===== config.mk =====
export PLATFORM = sky130hd
export DESIGN_NAME = conv_sys_enc
export DESIGN_NICKNAME = d
export VERILOG_FILES = /design/src/rtl/conv_enc_pkg.sv /design/src/rtl/conv_enc_branch.sv /design/src/rtl/conv_enc_state_reg.sv /design/src/rtl/conv_enc_out_reg.sv /design/src/rtl/conv_sys_enc.sv
export SDC_FILE = /design/constraint.sdc
export NUM_CORES = 1
export LEC_CHECK = 0
export BUFFER_PORTS_ARGS = -buffer_cell sky130_fd_sc_hd__buf_2
export CAP_MARGIN = 20
export CELL_PAD_IN_SITES_DETAIL_PLACEMENT = 0
export CELL_PAD_IN_SITES_GLOBAL_PLACEMENT = 1
export CORE_AREA = 2 2 39 41
export CTS_CLUSTER_DIAMETER = 150
export DETAILED_ROUTE_END_ITERATION = 16
export DIE_AREA = 0 0 41 43
export PLACE_DENSITY = 0.3
export SKIP_CTS_REPAIR_TIMING = 1
export SYNTH_ARGS = -nofsm -noshare
export SYNTH_HDL_FRONTEND = slang
export SYNTH_SLANG_ARGS = --single-unit
export TNS_END_PERCENT = 5

===== constraint.sdc =====
create_clock -name clk -period 1.7 [get_ports clk]
set_clock_uncertainty 0.1 [all_clocks]
set_input_delay 0.34 -clock clk [delete_from_list [all_inputs] [get_ports clk]]
set_output_delay 0.34 -clock clk [all_outputs]
set_load 0.02 [all_outputs]

===== src/rtl/conv_enc_pkg.sv =====
package conv_enc_pkg;

    // Memory depth of the encoder; the trellis below is written for one register
    localparam int MEM_DEPTH = 1;
    localparam int STATE_W   = MEM_DEPTH;
    localparam int CODE_W    = 2;
    localparam int NUM_STATES = 1 << MEM_DEPTH;

    // Trellis states: index equals the previous accepted information bit
    typedef enum logic [STATE_W-1:0] {
        ST_S0 = 1'b0,
        ST_S1 = 1'b1
    } enc_state_e;

    // Code pair: systematic bit sits in the upper position
    typedef struct packed {
        logic sys;
        logic par;
    } code_pair_t;

endpackage


===== src/rtl/conv_enc_branch.sv =====
module conv_enc_branch
    import conv_enc_pkg::*;
(
    input  enc_state_e cur_state,
    input  logic       info_bit,
    output enc_state_e nxt_state,
    output code_pair_t pair
);

    // Branch selection: one case arm per trellis state, two branches each
    always_comb begin
        nxt_state = ST_S0;
        pair      = '0;
        unique case (cur_state)
            ST_S0: begin
                // stay0: 0 -> pair 00 ; leave0: 1 -> pair 11
                nxt_state = info_bit ? ST_S1 : ST_S0;
                pair.sys  = info_bit;
                pair.par  = info_bit;
            end
            ST_S1: begin
                // leave1: 0 -> pair 01 ; stay1: 1 -> pair 10
                nxt_state = info_bit ? ST_S1 : ST_S0;
                pair.sys  = info_bit;
                pair.par  = ~info_bit;
            end
            default: begin
                nxt_state = ST_S0;
                pair      = '0;
            end
        endcase
    end

endmodule


===== src/rtl/conv_enc_state_reg.sv =====
module conv_enc_state_reg
    import conv_enc_pkg::*;
(
    input  logic       clk,
    input  logic       rst,
    input  logic       load,
    input  enc_state_e d_state,
    output enc_state_e q_state
);

    // State register: advances only on accepted inputs
    always_ff @(posedge clk) begin
        if (rst) begin
            q_state <= ST_S0;
        end else if (load) begin
            q_state <= d_state;
        end
    end

endmodule


===== src/rtl/conv_enc_out_reg.sv =====
module conv_enc_out_reg
    import conv_enc_pkg::*;
(
    input  logic              clk,
    input  logic              rst,
    input  logic              load,
    input  code_pair_t        pair_in,
    output logic [CODE_W-1:0] code_bits,
    output logic              code_valid
);

    // Output process: registers the pair and its strobe
    always_ff @(posedge clk) begin
        if (rst) begin
            code_bits  <= '0;
            code_valid <= 1'b0;
        end else begin
            code_valid <= load;
            if (load) begin
                code_bits <= pair_in;
            end
        end
    end

endmodule


===== src/rtl/conv_sys_enc.sv =====
module conv_sys_enc
    import conv_enc_pkg::*;
(
    input  logic              clk,
    input  logic              rst,
    input  logic              in_bit,
    input  logic              in_valid,
    output logic [CODE_W-1:0] code_bits,
    output logic              code_valid,
    output logic [STATE_W-1:0] state_idx
);

    enc_state_e cur_state;
    enc_state_e nxt_state;
    code_pair_t pair;

    conv_enc_branch u_branch (
        .cur_state (cur_state),
        .info_bit  (in_bit),
        .nxt_state (nxt_state),
        .pair      (pair)
    );

    conv_enc_state_reg u_state (
        .clk     (clk),
        .rst     (rst),
        .load    (in_valid),
        .d_state (nxt_state),
        .q_state (cur_state)
    );

    conv_enc_out_reg u_out (
        .clk        (clk),
        .rst        (rst),
        .load       (in_valid),
        .pair_in    (pair),
        .code_bits  (code_bits),
        .code_valid (code_valid)
    );

    assign state_idx = cur_state;

endmodule


======== Word-level counts from Yosys, hierarchy flattened ========
Cells that the tools add are included.
word-level totals
  register bits ........................... 4
  input port bits ......................... 4
  word-level logic and storage cells ...... 7
  output and inout bits ................... 4
cells by class
  multiplexer cells ....................... 2
  bitwise gates (word level) .............. 2
operators by type and width
  cell        number
  $pmux 2 s2  1
  $not 1->1   2
  $mux 1      1

======== Logic depth before layout (Yosys ltp) ========
  depth in word-level cells ............... 2
  depth in mapped cells ................... 2
  depth with buffers taken out ............ 2

======== Cells and area by module ========
A second synthesis with hierarchy kept.
second synthesis, totals
  cells, all modules ...................... 14
  area, all modules ....................... 151.4 µm²
modules (own cells, without submodules)
  module              instances  seq. area each (µm²)  cells each  area each (µm²)
  conv_enc_out_reg    1          60.1                  8           93.8
  conv_enc_state_reg  1          20.0                  3           33.8
  conv_enc_branch     1          0.0                   3           23.8

======== Worst setup path after synthesis ========
Ideal clock, no wire load.
  path type ............................... flip-flop to output port
  from .................................... reg u_out.code_bits[1]
  to ...................................... out code_bits[1]
  data required time ...................... 1260 ps
  path slack .............................. 603 ps
  cell stages (with the launch flop) ...... 2
  path buffers ............................ 1
  arrival ................................. 657 ps
  cell sequence ........................... dfxtp_1 buf_4
RTL lines
  item                    RTL line                text
  from (decl)             conv_enc_out_reg.sv:8   output logic [CODE_W-1:0] code_bits,
  from (signal assigned)  conv_enc_out_reg.sv:20  code_bits <= pair_in;
  to (decl)               conv_sys_enc.sv:8       output logic [CODE_W-1:0] code_bits,
No word-level cell between the ends.

======== Final worst setup path ========
  from .................................... reg u_out.code_bits[1]
  to ...................................... out code_bits[1]
No word-level cell between the ends.

==> impl_metrics.tcl <==
set metrics [dict create \
    max_cap_viol_count 0 \
    timing.fmax_mhz 815 \
    path_delay_family "flip-flops" \
    grt_busiest_layer "met4" \
    grt_max_degree 5 \
    slowest_delay_ns 0.37 \
    drc_errors 0 \
    io_pins 8 \
    final_nets 25 \
    leakage_nw 0.0873 \
    postRouteWirelength_um 240 \
    grtUsageMet2_pct 5.00 \
    netlist_area_um2 113 \
    port_buffers 7 \
    power_mw 0.228 \
    track_usage_pct 4.22 \
    rsz0062_at_grt "no" \
    syn_to_final_growth_pct 65.6 \
    period_needed_ns 1.23 \
    arrival_ns 0.79 \
    min_path_type "input port to flop" \
    vias 99 \
    clock_sinks 3 \
    synth.most_common_cell "dfxtp_1" \
    start_util_pct 8.14 \
    setup_ws_ns 0.473 \
    grt_use_met1_pct 2.25 \
    synth_top_area_cell "dfxtp_1" \
    first_pass_iters 1 \
    ys_seq_area_share_pct 53.3 \
    status "complete, no violations" \
    clock_latency_ns 0.23 \
    crit_buf_inv 1 \
    hold_violations 0 \
    syn_nets 14 \
    relSlewSlack_pct 89.2 \
    setup_viol 0 \
    end_kind "output port" \
    worstPathCellList "buf_2" \
    dieArea_um2 1760 \
    via_per_inst 2.75 \
    antenna_cells 0 \
    cts_tree "built" \
    clock_tree.root_cell "clkbuf_4" \
    first_iter_violations 0 \
    use_met3_pct 3.66 \
    synth_seq_cells 3 \
    drive_gt1_share_pct 55.0 \
    detail-route-antenna-nets 0 \
    fin_setup_tns_ns 0 \
    antenna_found_initial 0 \
    fp.dieH_um 43 \
    synth_cells 10 \
    synth_common_cells "dfxtp_1, nor2_1" \
    first_global_vias 122 \
    h-tree-depth 1 \
    yosysUniqueCellTypes 7 \
    fin_crit_sh_pct 72.2 \
    ir_worst_vdd_uv 194 \
    dp_slack_ns 0.709 \
    start_kind "flop" \
    slew_violations 0 \
    power_density_nw_per_um2 1220 \
    cp_max_fo 4 \
    crit_slowest_cell "dfxtp_1" \
    hpwl_um 201 \
    gp_congestion 0.585 \
    cp.required_ns 1.26 \
    wire_per_inst_um 6.67 \
    synth_edf_count 0 \
    synth_top_area_share_pct 53.3 \
    core_um2 1380 \
    row_count 14 \
    die_w_um 41 \
    grt_pass1_wl_um 400 \
    yosys_warnings 0 \
    synthArstFlopShare_pct 0 \
    synth_area_per_cell_um2 11.3 \
    yosys-top-cells-area "dfxtp_1, a211oi_2, mux2i_1" \
    criticalPathCategory "flop to output port" \
    numCtsBuffers 3 \
    clk_pin_slew_ns 0.04 \
    synthFlopType "dfxtp_1" \
    grt_overflow 0 \
    tightest_slew_ns 0.161 \
    cts.path.max_buffers 2 \
]
[worst paths after layout]
| path | startpoint | to | slack [ns] | depth (start not counted) |
|---|---|---|---|---|
| setup / recovery | u_out.code_bits[1] | code_bits[1] | 0.47 | 1 |
| hold / removal | rst | u_out.code_bits[0] | 0.20 | 2 |
| setup reg to reg | u_out.code_bits[1] | u_out.code_bits[0] | 0.86 | 2 |
| hold reg to reg | u_out.code_bits[0] | u_out.code_bits[0] | 0.43 | 2 |
[worst reg2reg max path: cells and delay by family, from the launching register on]
family / cells / cell delay (ns)
compound gates: 1 / 0.20
xor+xnor: 1 / 0.14
flops: 1 / 0.33
[metal layers]
layer  share of wire [%]  wire, µm  vias to the layer above
met4                   0         0                        0
li1                    -         -                       52
met2                  75       180                        1
met1                  19        45                       46
met5                   0         0                        -
met3                 5.8        14                        0
[area by class of cell]
class / count / area (µm²)
flip-flops and latches: 3 / 60.1
repair buffers: 7 / 35.0
well taps: 16 / 20.0
multi-input cells: 6 / 45.0
fillers: 164 / 1200
clock buffers: 4 / 26.3
[report_power, final]
group	switching [mW]	internal, mW
Combinational	0.0159	0.0117
Clock	0.0346	0.0878
Sequential	0.00264	0.0754
Total	0.0532	0.175
[placed cells by master, fill, tap and decap left out]
| cell | instances |
|---|---|
| a211oi_2 | 1 |
| xnor2_1 | 1 |
| clkbuf_1 | 1 |
| nor2b_1 | 1 |
| nor2_1 | 2 |
| dfxtp_1 | 3 |
| clkbuf_4 | 3 |
| mux2i_1 | 1 |
| buf_2 | 7 |
[flip-flops by register name (all words and copies together) (netlist names)]
| signal | count |
|---|---|
| u_out.code_bits | 2 |
| u_out.code_valid | 1 |
[cells by family (layout without fill, tap and decap cells)]
logic type	Yosys count	after routing	share of synthesized area (%)
compound gates	1	1	11.1
xor+xnor	1	1	7.78
buf+inv	1	11	6.67
flops	3	3	53.3
mux	1	1	8.89
simple gates	3	3	12.2
[stage by stage]
step	hold WS, ns	cells	area (µm²)	util [%]
floorplan	0.305	10	113	-
CTS	0.192	36	186	13.5
global placement	0.423	32	160	11.6
finish	0.199	36	186	13.5
global route	0.220	36	186	13.5
detailed placement	0.431	32	160	11.6
(Power assumes the default switching activity.)
